**src/rtl/tpg_pkg.sv**
```systemverilog
package tpg_pkg;

  typedef enum logic [2:0] {
    MODE_INV   = 3'd0,
    MODE_REV   = 3'd1,
    MODE_TRANS = 3'd2,
    MODE_TORN  = 3'd3,
    MODE_UNI   = 3'd4,
    MODE_SHUF  = 3'd5
  } mode_e;

  // strobes from control to datapath
  typedef struct packed {
    logic  capture;       // accepted request this cycle
    mode_e pick;          // mapping to apply
    logic  lfsrStep;      // advance random register
    logic  chainAdvance;  // store result as next chain source
    logic  chainClear;    // chain restarts from seed
  } ctrl_s;

endpackage

```
**src/rtl/tpg_lfsr.sv**
```systemverilog
module tpg_lfsr #(
  parameter int          WIDTH = 16,
  parameter int          OUT_W = 4,
  parameter logic [WIDTH-1:0] SEED = 16'hACE1,
  parameter logic [WIDTH-1:0] TAPS = 16'hD008
) (
  input  logic             clk,
  input  logic             rstN,
  input  logic             step,
  output logic [OUT_W-1:0] draw
);

  logic [WIDTH-1:0] state;
  logic             feedBit;

  assign feedBit = ^(state & TAPS);
  assign draw    = state[OUT_W-1:0];

  always_ff @(posedge clk) begin
    if (!rstN) begin
      state <= SEED;
    end else if (step) begin
      state <= {state[WIDTH-2:0], feedBit};
    end
  end

endmodule

```
**src/rtl/tpg_ctrl.sv**
```systemverilog
module tpg_ctrl
  import tpg_pkg::*;
(
  input  logic       reqStrobe,
  input  logic [2:0] modeSel,
  output ctrl_s      ctl
);

  logic  modeKnown;
  mode_e modeCur;

  assign modeCur   = mode_e'(modeSel);
  assign modeKnown = (modeSel <= 3'(MODE_SHUF));

  always_comb begin
    ctl              = '0;
    ctl.pick         = modeCur;
    ctl.capture      = reqStrobe && modeKnown;
    ctl.lfsrStep     = ctl.capture && (modeCur == MODE_UNI);
    ctl.chainAdvance = ctl.capture && (modeCur == MODE_SHUF);
    ctl.chainClear   = (modeCur != MODE_SHUF);
  end

endmodule

```
**src/rtl/tpg_datapath.sv**
```systemverilog
module tpg_datapath
  import tpg_pkg::*;
#(
  parameter int               ROW_W     = 2,
  parameter int               COL_W     = 2,
  parameter int               LFSR_W    = 16,
  parameter logic [LFSR_W-1:0] LFSR_SEED = 16'hACE1,
  parameter logic [LFSR_W-1:0] LFSR_TAPS = 16'hD008,
  localparam int              ADDR_W    = ROW_W + COL_W
) (
  input  logic              clk,
  input  logic              rstN,
  input  ctrl_s             ctl,
  input  logic [ADDR_W-1:0] srcAddr,
  input  logic [ADDR_W-1:0] chainSeed,
  output logic [ADDR_W-1:0] destAddr,
  output logic              destValid,
  output logic              selfHit
);

  localparam int ROW_RADIX = 1 << ROW_W;
  localparam int COL_RADIX = 1 << COL_W;
  localparam logic [ROW_W-1:0] ROW_HOP = ROW_W'((ROW_RADIX - 1) / 2);
  localparam logic [COL_W-1:0] COL_HOP = COL_W'((COL_RADIX - 1) / 2);

  logic [ADDR_W-1:0] chainAddr;
  logic              chainLive;
  logic [ADDR_W-1:0] effSrc;
  logic [ADDR_W-1:0] revAddr;
  logic [ADDR_W-1:0] randAddr;
  logic [ADDR_W-1:0] nextDest;
  logic [ROW_W-1:0]  effRow;
  logic [COL_W-1:0]  effCol;

  tpg_lfsr #(
    .WIDTH(LFSR_W),
    .OUT_W(ADDR_W),
    .SEED (LFSR_SEED),
    .TAPS (LFSR_TAPS)
  ) u_lfsr (
    .clk (clk),
    .rstN(rstN),
    .step(ctl.lfsrStep),
    .draw(randAddr)
  );

  // source for this request
  assign effSrc = (ctl.pick == MODE_SHUF) ? (chainLive ? chainAddr : chainSeed) : srcAddr;
  assign effRow = effSrc[ADDR_W-1:COL_W];
  assign effCol = effSrc[COL_W-1:0];

  for (genvar i = 0; i < ADDR_W; i++) begin : g_rev
    assign revAddr[i] = effSrc[ADDR_W-1-i];
  end

  always_comb begin
    case (ctl.pick)
      MODE_INV:   nextDest = ~effSrc;
      MODE_REV:   nextDest = revAddr;
      MODE_TRANS: nextDest = {effCol, effRow};
      MODE_TORN:  nextDest = {effRow + ROW_HOP, effCol + COL_HOP};
      MODE_UNI:   nextDest = randAddr;
      MODE_SHUF:  nextDest = {effSrc[ADDR_W-2:0], effSrc[ADDR_W-1]};
      default:    nextDest = destAddr;
    endcase
  end

  always_ff @(posedge clk) begin
    if (!rstN) begin
      chainAddr <= '0;
      chainLive <= 1'b0;
    end else if (ctl.chainAdvance) begin
      chainAddr <= nextDest;
      chainLive <= 1'b1;
    end else if (ctl.chainClear) begin
      chainLive <= 1'b0;
    end
  end

  always_ff @(posedge clk) begin
    if (!rstN) begin
      destAddr  <= '0;
      destValid <= 1'b0;
      selfHit   <= 1'b0;
    end else begin
      destValid <= ctl.capture;
      selfHit   <= ctl.capture && (nextDest == effSrc);
      if (ctl.capture) begin
        destAddr <= nextDest;
      end
    end
  end

endmodule

```
**src/rtl/traffic_pattern_gen.sv**
```systemverilog
module traffic_pattern_gen
  import tpg_pkg::*;
#(
  parameter int               ROW_W     = 2,
  parameter int               COL_W     = 2,
  parameter int               LFSR_W    = 16,
  parameter logic [LFSR_W-1:0] LFSR_SEED = 16'hACE1,
  parameter logic [LFSR_W-1:0] LFSR_TAPS = 16'hD008,
  localparam int              ADDR_W    = ROW_W + COL_W
) (
  input  logic              clk,
  input  logic              rstN,
  input  logic              reqStrobe,
  input  logic [2:0]        modeSel,
  input  logic [ADDR_W-1:0] srcAddr,
  input  logic [ADDR_W-1:0] chainSeed,
  output logic [ADDR_W-1:0] destAddr,
  output logic              destValid,
  output logic              selfHit
);

  ctrl_s ctl;

  tpg_ctrl u_ctrl (
    .reqStrobe(reqStrobe),
    .modeSel  (modeSel),
    .ctl      (ctl)
  );

  tpg_datapath #(
    .ROW_W    (ROW_W),
    .COL_W    (COL_W),
    .LFSR_W   (LFSR_W),
    .LFSR_SEED(LFSR_SEED),
    .LFSR_TAPS(LFSR_TAPS)
  ) u_dp (
    .clk      (clk),
    .rstN     (rstN),
    .ctl      (ctl),
    .srcAddr  (srcAddr),
    .chainSeed(chainSeed),
    .destAddr (destAddr),
    .destValid(destValid),
    .selfHit  (selfHit)
  );

endmodule

```
**config.mk**
```make
export PLATFORM = sky130hd
export DESIGN_NAME = traffic_pattern_gen
export DESIGN_NICKNAME = d
export VERILOG_FILES = /design/src/rtl/tpg_pkg.sv /design/src/rtl/tpg_lfsr.sv /design/src/rtl/tpg_ctrl.sv /design/src/rtl/tpg_datapath.sv /design/src/rtl/traffic_pattern_gen.sv
export SDC_FILE = /design/constraint.sdc
export NUM_CORES = 1
export LEC_CHECK = 0
export BUFFER_PORTS_ARGS = -buffer_cell sky130_fd_sc_hd__clkbuf_2
export CAP_MARGIN = 20
export CORE_MARGIN = 4
export CORE_UTILIZATION = 35
export DETAILED_ROUTE_END_ITERATION = 8
export GPL_TIMING_DRIVEN = 0
export PLACE_DENSITY = 0.57
export SYNTH_ARGS = -nofsm -noshare
export SYNTH_HDL_FRONTEND = slang
export SYNTH_HIERARCHICAL = 1
export SYNTH_SLANG_ARGS = --single-unit
```
**constraint.sdc**
```tcl
create_clock -name clk -period 2.6 [get_ports clk]
set_input_delay 0.26 -clock clk [delete_from_list [all_inputs] [get_ports clk]]
set_output_delay 0.26 -clock clk [all_outputs]
set_load 0.05 [all_outputs]
```
# Word level (Yosys, flattened, before mapping)

Index checks and enable logic that the tools add are counted.

Bits in registers: 27
Bits of input ports: 14
Output and inout bits: 6
Logic and storage cells: 29

Add/sub/neg operators: 2
Magnitude comparators: 1
Equality and inequality tests: 7
Muxes and demuxes: 5
Bitwise gates (word level): 1
Reductions and logical operators: 7

Operators with widths:

| cell                  | number |
|---|---|
| $pmux W4 S6           | 1 |
| $reduce_xor A16 Y1    | 1 |
| $mux W4               | 2 |
| $eq A3 B2 Y1 const B  | 2 |
| $eq A3 B3 Y1 const B  | 2 |
| $add A2 B1 Y2 const B | 2 |
| $eq A4 B4 Y1          | 1 |
| $logic_and A1 B1 Y1   | 4 |
| $not A4 Y4            | 1 |
| $eq A3 B1 Y1 const B  | 1 |
| $le A3 B3 Y1 const B  | 1 |
| $logic_not A3 Y1      | 1 |
| $ne A3 B3 Y1 const B  | 1 |
| $mux W1               | 2 |
| $reduce_bool A2 Y1    | 1 |

# Logic depth before layout (Yosys ltp)

Depth after elaboration: 6
Gate-level depth with buffers: 9
Gate-level depth less buffers: 6

# Modules after synthesis

The synthesis kept the hierarchy.

Modules (own cells, without submodules):

| module       | instances | cells each | area an instance (um^2) | seq. area each (um^2) |
|---|---|---|---|---|
| tpg_datapath | 1         | 119        | 930.9                   | 220.2 |
| tpg_lfsr     | 1         | 58         | 660.6                   | 320.3 |
| tpg_ctrl     | 1         | 7          | 61.3                    | 0.0 |

# Least setup slack after synthesis

Ideal clock, no wire load.

Path type: input -> register
Start: input modeSel[1]
End: register u_dp.selfHit
Setup time: 0.079 ns
Arrival: 1.672 ns
Data required time: 2.521 ns
Slack: 0.849 ns
Stages: 9
Buffers on the path: 3
Cells stage by stage: buf_4 buf_2 and3b_1 buf_2 nand2_1 a31oi_1 xor2_1 a211o_1 a211oi_2

Word-level cells in the longest chain between the ends: 6
Elaborated cells between the ends (all ways): 15
Those cells by class: add/sub (2); order compare (1); eq/ne (6); mux (2); bitwise (1); reduce/logical (3)

Ends and longest elaborated chain:

| element                                     | line                                   | source |
|---|---|---|
| start: declaration                          | traffic_pattern_gen.sv:14              | `input logic [2:0] modeSel,` |
| $eq A3 B3 Y1                                | tpg_datapath.sv:48, tpg_datapath.sv:57 |  |
| $mux W4                                     | tpg_datapath.sv:48                     | `assign effSrc = (ctl.pick == MODE_SHUF) ? (chainLive ? chainAddr : chainSeed) : srcAddr;` |
| $add A2 B1 Y2 or $not A4 Y4 (tied branches) | tpg_datapath.sv:61, tpg_datapath.sv:58 |  |
| $pmux W4 S6                                 | tpg_datapath.sv:57                     | `case (ctl.pick)` |
| $eq A4 B4 Y1                                | tpg_datapath.sv:87                     | `selfHit <= ctl.capture && (nextDest == effSrc);` |
| $logic_and A1 B1 Y1 *                       | tpg_datapath.sv:87                     |  |
| end signal: assignment                      | tpg_datapath.sv:87                     |  |
| end: declaration                            | tpg_datapath.sv:18                     | `output logic selfHit` |

Every way passes the cells marked *; elsewhere a longest branch is shown, timed or not.
A chain may end at the register's enable or synchronous reset.

# Final worst setup path

Start: register u_dp.chainLive
End: register u_dp.chainAddr[1]

Word-level cells in the longest chain between the ends: 4
Elaborated cells between the ends (all ways): 5
Those cells by class: add/sub (1); mux (3); bitwise (1)

Ends and longest elaborated chain:

| element                                     | line                                   | source |
|---|---|---|
| start: declaration                          | tpg_datapath.sv:27                     | `logic chainLive;` |
| start signal: assignment                    | tpg_datapath.sv:71                     | `chainLive <= 1'b0;` |
| start signal: assignment                    | tpg_datapath.sv:74                     | `chainLive <= 1'b1;` |
| start signal: assignment                    | tpg_datapath.sv:76                     | `chainLive <= 1'b0;` |
| $mux W4 * (2 in a row)                      | tpg_datapath.sv:48                     |  |
| $add A2 B1 Y2 or $not A4 Y4 (tied branches) | tpg_datapath.sv:61, tpg_datapath.sv:58 |  |
| $pmux W4 S6 *                               | tpg_datapath.sv:57                     |  |
| end signal: assignment                      | tpg_datapath.sv:73                     | `chainAddr <= nextDest;` |
| end: declaration                            | tpg_datapath.sv:26                     | `logic [ADDR_W-1:0] chainAddr;` |

Marked as above.

==> flow_summary.json <==
{
  "synth_area_leaders": "dfxtp_1 (33%), mux2i_1 (15%), nor2b_1 (6.1%), buf_4 (4.1%), nand2_1 (3.2%)",
  "wl_met2_mm": 1.544,
  "route.detailed.drc": 0,
  "holdBufCountCts": 0,
  "viasPerCell": 5.244,
  "cts_max_path_buffers": 2,
  "cp_data_required_time_ns": 2.78,
  "synth_top_area_frac": 0.3270,
  "slew_headroom": 0.6609,
  "fill_cells": 487,
  "synth_warnings": 6,
  "worstHoldStart": "rstN",
  "syn_inst": 184,
  "cts.sinks": 27,
  "die-area_mm2": 0.005886,
  "diodes": 0,
  "cts_made_buffers": 3,
  "cts_setup_buffers": 0,
  "grtUsageTotal": 0.1248,
  "route.met3.wl_um": 181,
  "r2r.worst_path.cells": 5,
  "p_leak_nw": 0.7027,
  "hold_viol_final": 0,
  "fp.dieH_um": 76.72,
  "drtIter0Drc": 62,
  "initial_core_util": 0.3694,
  "drv_cap": 0,
  "grt_max_degree": 17,
  "nets": 221,
  "h-tree-depth": 1,
  "crit_fanout": 5,
  "gp_congestion": 0.8298,
  "endpoint_kind": "register",
  "status": "finished clean",
  "syn_area_mm2": 0.001653,
  "worstPathArrival_ns": 2.06,
  "finalWirelength_mm": 3.456,
  "synthArstFlopShare": 0,
  "ff2ff_setup_slack_ns": 0.72,
  "hold_depth": 2,
  "whs_endpoint": "u_dp/u_lfsr/state[3]$_SDFFE_PN0P_",
  "p_total_mw": 0.8641,
  "area_delta_synth_final_pct": 12.34,
  "fin_skew_ns": 0.003613,
  "ios": 20,
  "holdWs_ns": 0.3303,
  "synth-seq-area-share": 0.3270,
  "firstDrtPassIters": 4,
  "wl_met1_mm": 1.645,
  "ys_types": 48,
  "ys_seq_elements": 27,
  "clk_latency_ns": 0.28,
  "setup_viol": 0,
  "vias": 1353,
  "min_period_ns": 1.878,
  "synth_edf_count": 0,
  "antenna_found_initial": 0,
  "p_per_area_mw_per_mm2": 465.4,
  "grt_overflow": 0,
  "cts_resized": 0,
  "drive_above_1_share": 0.2379,
  "die_w_um": 76.72,
  "fp-row-count": 24,
  "syn-num-nets": 198,
  "r2r_end": "u_dp/chainAddr[1]$_SDFFE_PN0P_",
  "avgSynthCellArea_um2": 8.983,
  "wl_per_cell_um": 13.40,
  "cts_root_buffer": "clkbuf_8",
  "max_freq_ghz": 0.5324,
  "hold_class": "in2reg",
  "min_period_over_period": 0.7225,
  "port-buffer-count": 18,
  "rsz0062_at_grt": "no",
  "r2r-start": "u_dp/chainLive$_SDFFE_PN0P_",
  "ys.flop_type": "dfxtp_1",
  "cts.clk_slew.worst_paths_ns": 0.09,
  "core_region_area_mm2": 0.004474,
  "drv_slew": 0,
  "start_kind": "register",
  "crit_type": "reg2reg",
  "yosysTopAreaCell": "dfxtp_1",
  "ant_nets": 0,
  "cts_tree": "built",
  "grt_pass1_vias": 1230,
  "crit_path_start": "u_dp/chainLive$_SDFFE_PN0P_",
  "worst_slew_pin_slew_ns": 0.4945,
  "grt_pass1_wl_mm": 6.065,
  "setup-tns-final_ns": 0,
  "ir_worst_vdd_mv": 0.2293,
  "dp_hpwl_mm": 2.628,
  "top_layer": "met4"
}
-- layout make-up --
| type | count | area (um2) | share of cell area |
|---|---|---|---|
| Clock inverter | 1 | 7.507 | 0.004043 |
| Buffer | 20 | 140.1 | 0.07547 |
| Inverter | 4 | 15.01 | 0.008086 |
| Tap cell | 52 | 65.06 | 0.03504 |
| Clock buffer | 3 | 41.29 | 0.02224 |
| Multi-Input combinational cell | 133 | 957.2 | 0.5155 |
| Sequential cell | 27 | 540.5 | 0.2911 |
| Timing Repair Buffer | 18 | 90.09 | 0.04852 |
-- power breakdown --
part | switching (mW) | total [mW] | internal [mW]
registers | 0.00897 | 0.435 | 0.426
logic | 0.109 | 0.185 | 0.0760
clock network | 0.135 | 0.244 | 0.109
-- critical path: stages, from the launching register on --
cell	delay (ns)
dfxtp_1	0.47
mux2i_1	0.50
a2111oi_4	0.15
a311oi_1	0.37
o22ai_1	0.13
and2_1	0.17
-- per-layer routing --
layer / GRT usage / up-vias
met5: 0 / -
met3: 0.03162 / 8
met2: 0.1969 / 39
met4: 0.05072 / 0
li1: - / 697
met1: 0.1617 / 609
-- per-stage QoR --
stage	setup slack, ns	std cells	utilization	area [um2]
floorplan	0.8488	184	-	1653
CTS	0.7075	258	0.4150	1857
finish	0.7215	258	0.4150	1857
global placement	0.5447	254	0.4041	1808
detailed placement	0.5445	254	0.4041	1808
global route	0.5416	258	0.4150	1857
-- worst max-delay path by stage --
stage | endpoint | slack, ns | depth (start not counted)
6_report | u_dp/chainAddr[1]$_SDFFE_PN0P_ | 0.72 | 5
5_1_grt | u_dp/chainAddr[1]$_SDFFE_PN0P_ | 0.54 | 5
4_1_cts | u_dp/chainAddr[1]$_SDFFE_PN0P_ | 0.71 | 5
3_5_place_dp | u_dp/selfHit$_SDFF_PN0_ | 0.54 | 10
3_3_place_gp | u_dp/selfHit$_SDFF_PN0_ | 0.54 | 10
2_1_floorplan | u_dp/selfHit$_SDFF_PN0_ | 0.85 | 9
-- state kept, by name, indices dropped and copies added (netlist names) --
signal,count
u_dp/chainLive,1
u_dp/destValid,1
u_dp/selfHit,1
u_dp/chainAddr,4
u_dp/destAddr,4
u_dp/u_lfsr/state,16
-- logic make-up (layout without fill, tap and decap cells) --
| family | Yosys count | in the layout | synth area share |
|---|---|---|---|
| mux | 26 | 26 | 0.1590 |
| buf+inv | 24 | 46 | 0.09386 |
| xor+xnor | 6 | 6 | 0.03634 |
| compound gates | 44 | 44 | 0.1953 |
| simple gates | 57 | 57 | 0.1885 |
| flops | 27 | 27 | 0.3270 |
-- cell usage after synthesis, drive strengths merged, types with 2 or more instances --
library cell and number:
xor2 2, buf 17, nor2 9, and3b 2, nor2b 16, a31oi 4
mux2i 24, a21oi 8, inv 4, dfxtp 27, o22ai 5, nand2b 3
nor3 4, clkbuf 3, and2 3, xnor2 4, o21ai 8, nand2 14
o221ai 2, o211a 2, mux2 2
-- layout by cell type, fill, tap and decap left out, drive strengths merged, types with 2 or more instances in the layout --
| cell | instances |
|---|---|
| buf | 17 |
| o211a | 2 |
| mux2i | 24 |
| and2 | 3 |
| o21ai | 8 |
| and3b | 2 |
| xor2 | 2 |
| a21oi | 8 |
| o22ai | 5 |
| nor2 | 9 |
| nor2b | 16 |
| o221ai | 2 |
| a31oi | 4 |
| nand2 | 14 |
| xnor2 | 4 |
| nand2b | 3 |
| nor3 | 4 |
| clkbuf | 24 |
| mux2 | 2 |
| dfxtp | 27 |
| inv | 4 |
Power figures use the tool's default switching activity.
